<file path="config.mk">
export PLATFORM = sky130hd
export DESIGN_NAME = srch_acc
export DESIGN_NICKNAME = d
export VERILOG_FILES = /design/src/rtl/srch_acc_pkg.sv /design/src/rtl/srch_acc_decide.sv /design/src/rtl/srch_acc_seq.sv /design/src/rtl/srch_acc_collect.sv /design/src/rtl/srch_acc.sv
export SDC_FILE = /design/constraint.sdc
export NUM_CORES = 1
export LEC_CHECK = 0
export BUFFER_PORTS_ARGS = -buffer_cell sky130_fd_sc_hd__buf_2
export CAP_MARGIN = 20
export CORE_MARGIN = 1
export CORE_UTILIZATION = 45
export CTS_CLUSTER_SIZE = 30
export DETAILED_ROUTE_END_ITERATION = 8
export PLACE_DENSITY = 0.66
export SYNTH_ARGS = -nofsm -noshare
export SYNTH_HDL_FRONTEND = slang
export SYNTH_HIERARCHICAL = 1
export SYNTH_SLANG_ARGS = --single-unit
</file>
<file path="constraint.sdc">
create_clock -name clk -period 1.5 [get_ports clk]
set_input_delay 0.3 -clock clk [delete_from_list [all_inputs] [get_ports clk]]
set_output_delay 0.3 -clock clk [all_outputs]
set_load 0.01 [all_outputs]
</file>
<file path="src/rtl/srch_acc_pkg.sv">
package srch_acc_pkg;

    typedef enum logic [1:0] {
        ST_IDLE   = 2'd0,
        ST_RD_ID  = 2'd1,
        ST_RD_CMP = 2'd2,
        ST_WR_SEL = 2'd3
    } step_e;

    localparam logic OP_RD = 1'b0;
    localparam logic OP_WR = 1'b1;

    typedef struct packed {
        logic sel;
        logic disc;
    } verdict_t;

    // Branch choice for one ROM position from the bit, its complement and the host preference.
    function automatic verdict_t judge(input logic id_bit, input logic cmp_bit, input logic pref_bit);
        verdict_t v;
        if (id_bit != cmp_bit) begin
            v.sel  = id_bit;
            v.disc = 1'b0;
        end else if (!id_bit) begin
            v.sel  = pref_bit;
            v.disc = 1'b1;
        end else begin
            v.sel  = 1'b1;
            v.disc = 1'b1;
        end
        return v;
    endfunction

endpackage

</file>
<file path="src/rtl/srch_acc_decide.sv">
module srch_acc_decide
    import srch_acc_pkg::*;
(
    input  logic     id_bit,
    input  logic     cmp_bit,
    input  logic     pref_bit,
    output verdict_t verdict
);
    always_comb verdict = judge(id_bit, cmp_bit, pref_bit);
endmodule

</file>
<file path="src/rtl/srch_acc_seq.sv">
module srch_acc_seq
    import srch_acc_pkg::*;
#(
    parameter int unsigned NIBBLE = 4
) (
    input  logic                  clk,
    input  logic                  rst,
    input  logic                  en,
    input  logic                  tx_wr,
    input  logic [2*NIBBLE-1:0]   tx_byte,
    input  logic                  slot_ack,
    input  logic                  slot_rbit,
    input  logic                  sel_bit,
    output logic                  slot_req,
    output logic                  slot_op,
    output logic                  slot_wbit,
    output logic [((NIBBLE>1)?$clog2(NIBBLE):1)-1:0] grp,
    output logic                  id_q,
    output logic                  pref_bit,
    output logic                  cmp_stb,
    output logic                  finish
);
    localparam int unsigned BYTE_W = 2 * NIBBLE;
    localparam int unsigned IDX_W  = (NIBBLE > 1) ? $clog2(NIBBLE) : 1;
    localparam logic [IDX_W-1:0] LAST = IDX_W'(NIBBLE - 1);

    step_e             state;
    logic [BYTE_W-1:0] cur_byte;
    logic [BYTE_W-1:0] pend_byte;
    logic              pend_v;
    logic [NIBBLE-1:0] odd_bits;

    for (genvar g = 0; g < NIBBLE; g++) begin : g_odd
        assign odd_bits[g] = cur_byte[2*g+1];
    end

    assign pref_bit  = odd_bits[grp];
    assign slot_req  = (state != ST_IDLE);
    assign slot_op   = (state == ST_WR_SEL) ? OP_WR : OP_RD;
    assign slot_wbit = (state == ST_WR_SEL) & sel_bit;
    assign cmp_stb   = en & slot_ack & (state == ST_RD_CMP);
    assign finish    = en & slot_ack & (state == ST_WR_SEL) & (grp == LAST);

    always_ff @(posedge clk) begin
        if (rst) begin
            state     <= ST_IDLE;
            grp       <= '0;
            id_q      <= 1'b0;
            cur_byte  <= '0;
            pend_byte <= '0;
            pend_v    <= 1'b0;
        end else if (!en) begin
            state  <= ST_IDLE;
            grp    <= '0;
            pend_v <= 1'b0;
        end else begin
            case (state)
                ST_IDLE: begin
                    if (pend_v) begin
                        cur_byte <= pend_byte;
                        grp      <= '0;
                        state    <= ST_RD_ID;
                        pend_v   <= tx_wr;
                        if (tx_wr) pend_byte <= tx_byte;
                    end else if (tx_wr) begin
                        cur_byte <= tx_byte;
                        grp      <= '0;
                        state    <= ST_RD_ID;
                    end
                end
                ST_RD_ID: begin
                    if (slot_ack) begin
                        id_q  <= slot_rbit;
                        state <= ST_RD_CMP;
                    end
                end
                ST_RD_CMP: begin
                    if (slot_ack) state <= ST_WR_SEL;
                end
                default: begin
                    if (slot_ack) begin
                        if (grp == LAST) begin
                            state <= ST_IDLE;
                        end else begin
                            grp   <= grp + IDX_W'(1);
                            state <= ST_RD_ID;
                        end
                    end
                end
            endcase
            if (tx_wr && state != ST_IDLE) begin
                pend_v    <= 1'b1;
                pend_byte <= tx_byte;
            end
        end
    end

    AST_REQ_HELD: assert property (@(posedge clk) disable iff (rst)
        en && slot_req && !slot_ack |=> slot_req);
    AST_DISABLE_DROPS_REQ: assert property (@(posedge clk) disable iff (rst)
        !en |=> !slot_req);
    AST_FIRST_SLOT_READ: assert property (@(posedge clk) disable iff (rst)
        $rose(slot_req) |-> slot_op == OP_RD);
    AST_NO_WRITE_PAIR: assert property (@(posedge clk) disable iff (rst)
        en && slot_ack && slot_op == OP_WR |=> !(slot_req && slot_op == OP_WR));

endmodule

</file>
<file path="src/rtl/srch_acc_collect.sv">
module srch_acc_collect
    import srch_acc_pkg::*;
#(
    parameter int unsigned NIBBLE = 4
) (
    input  logic                  clk,
    input  logic                  rst,
    input  logic                  stb,
    input  logic [((NIBBLE>1)?$clog2(NIBBLE):1)-1:0] idx,
    input  verdict_t              verdict,
    input  logic                  finish,
    output logic                  cur_sel,
    output logic [2*NIBBLE-1:0]   rx_byte,
    output logic                  rx_done
);
    localparam int unsigned BYTE_W = 2 * NIBBLE;

    logic [NIBBLE-1:0] sel_v;
    logic [NIBBLE-1:0] disc_v;
    logic [BYTE_W-1:0] woven;

    for (genvar g = 0; g < NIBBLE; g++) begin : g_weave
        assign woven[2*g+1] = sel_v[g];
        assign woven[2*g]   = disc_v[g];
    end

    assign cur_sel = sel_v[idx];

    always_ff @(posedge clk) begin
        if (rst) begin
            sel_v   <= '0;
            disc_v  <= '0;
            rx_byte <= '0;
            rx_done <= 1'b0;
        end else begin
            rx_done <= finish;
            if (stb) begin
                sel_v[idx]  <= verdict.sel;
                disc_v[idx] <= verdict.disc;
            end
            if (finish) rx_byte <= woven;
        end
    end

    AST_DONE_PULSE: assert property (@(posedge clk) disable iff (rst)
        rx_done |=> !rx_done);
    AST_RX_HELD: assert property (@(posedge clk) disable iff (rst)
        !rx_done |-> rx_byte == $past(rx_byte));

endmodule

</file>
<file path="src/rtl/srch_acc.sv">
module srch_acc
    import srch_acc_pkg::*;
#(
    parameter int unsigned NIBBLE = 4
) (
    input  logic                clk,
    input  logic                rst,
    input  logic                acc_en,
    input  logic                tx_wr,
    input  logic [2*NIBBLE-1:0] tx_byte,
    output logic [2*NIBBLE-1:0] rx_byte,
    output logic                rx_done,
    output logic                slot_req,
    output logic                slot_op,
    output logic                slot_wbit,
    input  logic                slot_ack,
    input  logic                slot_rbit
);
    localparam int unsigned IDX_W = (NIBBLE > 1) ? $clog2(NIBBLE) : 1;

    logic [IDX_W-1:0] grp;
    logic             id_q;
    logic             pref_bit;
    logic             cmp_stb;
    logic             finish;
    logic             cur_sel;
    verdict_t         verdict;

    srch_acc_seq #(.NIBBLE(NIBBLE)) seq_i (
        .clk       (clk),
        .rst       (rst),
        .en        (acc_en),
        .tx_wr     (tx_wr),
        .tx_byte   (tx_byte),
        .slot_ack  (slot_ack),
        .slot_rbit (slot_rbit),
        .sel_bit   (cur_sel),
        .slot_req  (slot_req),
        .slot_op   (slot_op),
        .slot_wbit (slot_wbit),
        .grp       (grp),
        .id_q      (id_q),
        .pref_bit  (pref_bit),
        .cmp_stb   (cmp_stb),
        .finish    (finish)
    );

    srch_acc_decide decide_i (
        .id_bit   (id_q),
        .cmp_bit  (slot_rbit),
        .pref_bit (pref_bit),
        .verdict  (verdict)
    );

    srch_acc_collect #(.NIBBLE(NIBBLE)) collect_i (
        .clk     (clk),
        .rst     (rst),
        .stb     (cmp_stb),
        .idx     (grp),
        .verdict (verdict),
        .finish  (finish),
        .cur_sel (cur_sel),
        .rx_byte (rx_byte),
        .rx_done (rx_done)
    );

endmodule

</file>
# Yosys cells after proc, flatten, opt, wreduce, memory -nomap -nowiden
# Cells that the tools add are included.
[word_totals]
regBits = 39
output_inout_bits = 12
wordCells = 76
[op_classes]
eq_ne = 9
addsub = 1
muxes = 31
bitwise_logic = 7
reduce_logical = 16
n_lt_le_gt_ge = 2
[op_table]
columns = ["cell", "count"]
rows = [
  ["2-to-1 mux 8 bit", 5],
  ["2-to-1 mux 2 bit", 11],
  ["AND reduction 4 bit", 3],
  ["nonzero test 2 bit", 6],
  ["bitwise mux 4 bit", 2],
  ["2-to-1 mux 1 bit", 8],
  ["equality test 2 bit (second input constant)", 3],
  ["inequality test 2 bit (second input constant)", 3],
  ["case mux 2 bit (3 select lines)", 1],
  ["AND reduction 3 bit", 2],
  ["AND 1 bit", 5],
  ["binary-select mux 1 bit (select 2 bit)", 2],
  ["case mux 2 bit (2 select lines)", 1],
  ["OR reduction 2 bit", 2],
  ["< comparator 2 x 3 -> 1 bit (second input constant)", 1],
  ["inequality test 3 x 2 -> 1 bit (second input constant)", 1],
  ["adder 2 x 1 -> 2 bit (second input constant)", 1],
  ["demux 1 bit (select 2 bit)", 1],
  ["equality test 2 x 1 -> 1 bit (second input constant)", 1],
  ["greater-or-equal comparator 2 x 1 -> 1 bit (second input constant)", 1],
  ["logical AND 1 bit", 2],
  ["logical NOT 2 bit", 1],
  ["NOT 1 bit", 2],
  ["inequality test 1 bit", 1],
]

# Depth between registers and ports, before layout
[logic_depth]
depth_word = 5
depth_mapped = 6

# Modules after synthesis
# Netlist, hierarchy kept.
[modules_own_cells]
columns = ["module", "cells_each", "area_each_um2", "instances", "seq_area_each_um2"]
rows = [
  ["srch_acc_seq", 88, 803.3, 1, 280.3],
  ["srch_acc_collect", 60, 680.7, 1, 340.3],
  ["srch_acc_decide", 3, 20.0, 1, 0.0],
]

# Worst setup path before layout
# Ideal clock, no wire load.
[synth_timing]
path_kind = "register to register"
startpoint = "register seq_i/grp[0] (netlist name)"
endpoint = "register collect_i.sel_v[0]"
setup_time_ns = 0.125
arrival_time_ns = 1.334
path_slack_ns = 0.040
period_less_slack_ns = 1.460
stages_incl_launch_ff = 5
t_required_ns = 1.375
n_path_buf = 0
path_cell_list = "dfxtp_1 mux4_2 a21o_1 nand2b_1 mux2i_1"
[synth_rtl]
columns = ["item", "line", "rtl"]
rows = [
  ["start, declared", "srch_acc_seq.sv:17", "output logic [((NIBBLE>1)?$clog2(NIBBLE):1)-1:0] grp,"],
  ["start signal, assigned", "srch_acc_seq.sv:85", "grp <= grp + IDX_W'(1);"],
  ["end signal, assigned by index", "srch_acc_collect.sv:38", "sel_v[idx] <= verdict.sel;"],
  ["end, declared", "srch_acc_collect.sv:18", "logic [NIBBLE-1:0] sel_v;"],
]

# Worst setup path in the final report
[layout_timing]
startpoint = "register seq_i/grp[1] (netlist name)"
endpoint = "output slot_wbit"
[layout_between]
elab_chain_len = 3
[layout_lines]
columns = ["item", "line", "rtl"]
rows = [
  ["binary-select mux 1 bit (select 2 bit)", "srch_acc_collect.sv:27", "assign cur_sel = sel_v[idx];"],
  ["2-to-1 mux 1 bit (not written as such)", "srch_acc_collect.sv:27", ""],
  ["named net cur_sel", "srch_acc.sv:26", "logic cur_sel;"],
  ["AND 1 bit", "srch_acc_seq.sv:40", "assign slot_wbit = (state == ST_WR_SEL) & sel_bit;"],
  ["end, declared", "srch_acc.sv:15", "output logic slot_wbit,"],
]
# The timed path passes the listed nets, and every way through them passes these cells. The select of a mux whose other input is x is not followed.

==> results.sh <==
export IMPL_m1WireLength_microns=1410
export IMPL_worstPathRequired_ps=1200
export IMPL_drc=0
export IMPL_finalSetupViolations=1
export IMPL_syn_nets=171
export IMPL_die_area_sq_um=3580
export IMPL_yosysUniqueCellTypes=34
export IMPL_syn_instance_count=151
export IMPL_power_density_nw_per_um2=864
export IMPL_peakVddDrop_uv=498
export IMPL_synth_xor_area_share_pct=0.582
export IMPL_area_growth_pct=22.5
export IMPL_dr_pass1_iters=4
export IMPL_final_seq_area_sq_um=631
export IMPL_vias=1193
export IMPL_grt_pass1_wl_microns=4920
export IMPL_syn_area_per_cell_sq_um=9.96
export IMPL_postLayoutCoreUtil_pct=59.4
export IMPL_period_minus_slack_ps=1720
export IMPL_cts_root_buffer="clkbuf_4"
export IMPL_crit_arrival_ps=1420
export IMPL_ios=26
export IMPL_synthAdderAreaFrac_pct=4.99
export IMPL_yosys_area_share_simple_pct=16.6
export IMPL_synth_ff_type="dfxtp_1"
export IMPL_status="finished with violations"
export IMPL_die_y_microns=59.8
export IMPL_ys_async_sr_fraction_pct=0
export IMPL_drt_iter0_drc=31
export IMPL_grt_max_degree=28
export IMPL_max_slew_worst_pin_slew_ps=428
export IMPL_path_cells="mux4_2 > and2_1 > buf_2"
export IMPL_syn_area_sq_um=1500
export IMPL_place_inst=217
export IMPL_drt_wirelength_per_cell_microns=13.4
export IMPL_clk_insertion_delay_late_ps=330
export IMPL_period_share_pct=115
export IMPL_vias_per_cell=5.23
export IMPL_numClockSinks=31
export IMPL_critPathKind="flip-flop to output port"
export IMPL_antenna_found_initial=0
export IMPL_highest_layer="met4"
export IMPL_holdPathStages=2
export IMPL_fill_cells=295
export IMPL_worst_slack_ps=-223
export IMPL_reg2reg_to="collect_i/sel_v[0]$_SDFFE_PP0P_"
export IMPL_wl_microns=3040
export IMPL_reg2reg_slack_ps=20
export IMPL_core_area_sq_um=3100
export IMPL_relSlewSlack_pct=71.4
export IMPL_cts_hold_buf=0
export IMPL_min_from="rst"
export IMPL_grt_ovfl_total=0
export IMPL_place_congestion=0.718
export IMPL_skew_ps=9.73
export IMPL_cts_tree="yes"
export IMPL_clockBufferDepth=2
export IMPL_seq_area_frac_synth_pct=41.3
export IMPL_synth_top_family_by_area="multiplexers"
export IMPL_grt_setup_unrepaired="yes"
export IMPL_ant_nets=0
export IMPL_gr_usage_all_layers_pct=18.7
export IMPL_min_to="seq_i/pend_byte[1]$_SDFFE_PP0P_"
export IMPL_rr_worst_depth=4
export IMPL_synth_enable_flop_cells=0
export IMPL_mostFrequentLayoutCell="dfxtp_1"
export IMPL_maxCapViolCount=0
export IMPL_critPathBufInv=1
export IMPL_startpoint_type="flip-flop"
export IMPL_ys_seq_elements=31
export IMPL_r2r_start="seq_i/grp[0]$_SDFFE_PP0P_"
export IMPL_die_width_microns=59.8
export IMPL_fin_nets=203
export IMPL_clk_pin_slew_ps=90
export IMPL_grt_pass1_vias=1141
export IMPL_violations="setup timing"
export IMPL_start_util_pct=48.5
export IMPL_drv_slew=0
export IMPL_dp_hpwl_microns=2180
export IMPL_hold_viol_final=0
export IMPL_muxShareOfSynthArea_pct=18.3
export IMPL_max_freq_ghz=0.580
export IMPL_rows=20
export IMPL_crit_family="multiplexers"
export IMPL_ys_warnings_count=6
export IMPL_multi_input_area_sq_um=865
export IMPL_fin_tns_setup_ps=-223
export IMPL_dr_wl_met2_microns=1450
export IMPL_numPortBuffers=21
export IMPL_hp_class="input port to flip-flop"
export IMPL_worst_path_max_delay_cell="mux4_2"
export IMPL_n_antenna_cell=0
export IMPL_slowest_delay_ps=480
export IMPL_crit_fanout=2
export IMPL_final_cell_mix="dfxtp_1 (27), mux2i_1 (23), buf_2 (21), nor2_1 (14), nand2b_1 (10)"
export IMPL_crit_cells=3
export IMPL_wl_met3_microns=122
export IMPL_drive_above_1_share_pct=31.5
export IMPL_h_tree_depth=2
export IMPL_cts_buffers=5
export IMPL_fin_cells=228
export IMPL_leakage_nw=0.764
export IMPL_synth_compound_area_share_pct=13.3
export IMPL_end_kind="output port"
[synth_stat cells, types with 2 or more instances]
library cell	number	area [sq um]
dfxtp_1	31	621
mux2i_1	23	230
nor2_1	15	56.3
nand2b_1	10	62.6
inv_1	7	26.3
nand2_1	7	26.3
ha_1	6	75.1
a21oi_1	5	25.0
o2111ai_1	5	43.8
o21ai_0	5	25.0
a211oi_1	4	30.0
nor2b_1	4	25.0
buf_2	3	15.0
buf_6	2	22.5
mux4_2	2	45.0
nand3_1	2	10.0
nand3b_1	2	15.0
o211a_1	2	20.0
[worst max path at each step]
stage,start,endpoint,slack [ps]
floorplan,seq_i/grp[0]$_SDFFE_PP0P_,collect_i/sel_v[0]$_SDFFE_PP0P_,40
global placement,seq_i/grp[0]$_SDFFE_PP0P_,collect_i/sel_v[0]$_SDFFE_PP0P_,-40
detailed placement,seq_i/grp[0]$_SDFFE_PP0P_,collect_i/sel_v[0]$_SDFFE_PP0P_,-100
CTS,seq_i/grp[1]$_SDFFE_PP0P_,slot_wbit,-250
global route,seq_i/grp[1]$_SDFFE_PP0P_,slot_wbit,-310
finish,seq_i/grp[1]$_SDFFE_PP0P_,slot_wbit,-220
[cells by family after synthesis]
family | after synthesis
flip-flops | 31
multiplexers | 25
AO/OA/AOI/OAI | 28
XOR/XNOR | 1
adder cells (fa/ha/maj) | 6
AND/OR/NAND/NOR | 46
buffers and inverters | 14
[per-stage QoR]
| stage | hold WS (ps) | cell area [sq um] | power (mW) | worst slack, ps |
|---|---|---|---|---|
| finish | 163 | 1840 | 1.59 | -223 |
| global route | 163 | 1840 | 1.67 | -308 |
| global placement | 462 | 1680 | 1.04 | -41.8 |
| detailed placement | 468 | 1680 | 1.05 | -100 |
| CTS | 149 | 1780 | 1.60 | -246 |
| floorplan | 444 | 1500 | 0.994 | 40.3 |
[power by group]
part / internal, mW / switching (mW) / total (mW) / leakage [nW]
sequential: 0.838 / 0.0136 / 0.852 / 0.253
clock: 0.276 / 0.274 / 0.550 / 0.0386
combinational: 0.0861 / 0.104 / 0.190 / 0.472
[area by class of cell]
cell class,instances,area share (%)
multi-input cells,106,46.9
repair buffers,32,10.6
clock buffers,8,3.73
well taps,44,2.99
inverters,7,1.56
flip-flops and latches,31,34.2
[worst register-to-register path, delay by kind of cell (launching register included)]
family / cells / cell delay (ps)
muxes: 2 / 610
DFF: 1 / 430
AOI/OAI and AO/OA: 1 / 190
and+or+nand+nor: 1 / 140
[routing by layer]
metal | vias to the layer above | global-route usage (%)
met5 | - | 0
met4 | 0 | 9.63
met3 | 6 | 5.19
met2 | 27 | 31.6
met1 | 558 | 21.5
li1 | 602 | -
[registers in the layout, summed over array words and instances (netlist names)]
signal             count
collect_i/disc_v       4
collect_i/rx_byte      8
collect_i/rx_done      1
collect_i/sel_v        4
seq_i/cur_byte         4
seq_i/grp              2
seq_i/id_q             1
seq_i/pend_byte        4
seq_i/pend_v           1
seq_i/state            2
[repair_timing]
item	CTS	global route
gates resized for setup	9	15
cloned	0	1
buffers inserted	3	0
pin swaps	2	1
endpoints found under the setup margin	10	18
(Power assumes the default switching activity.)
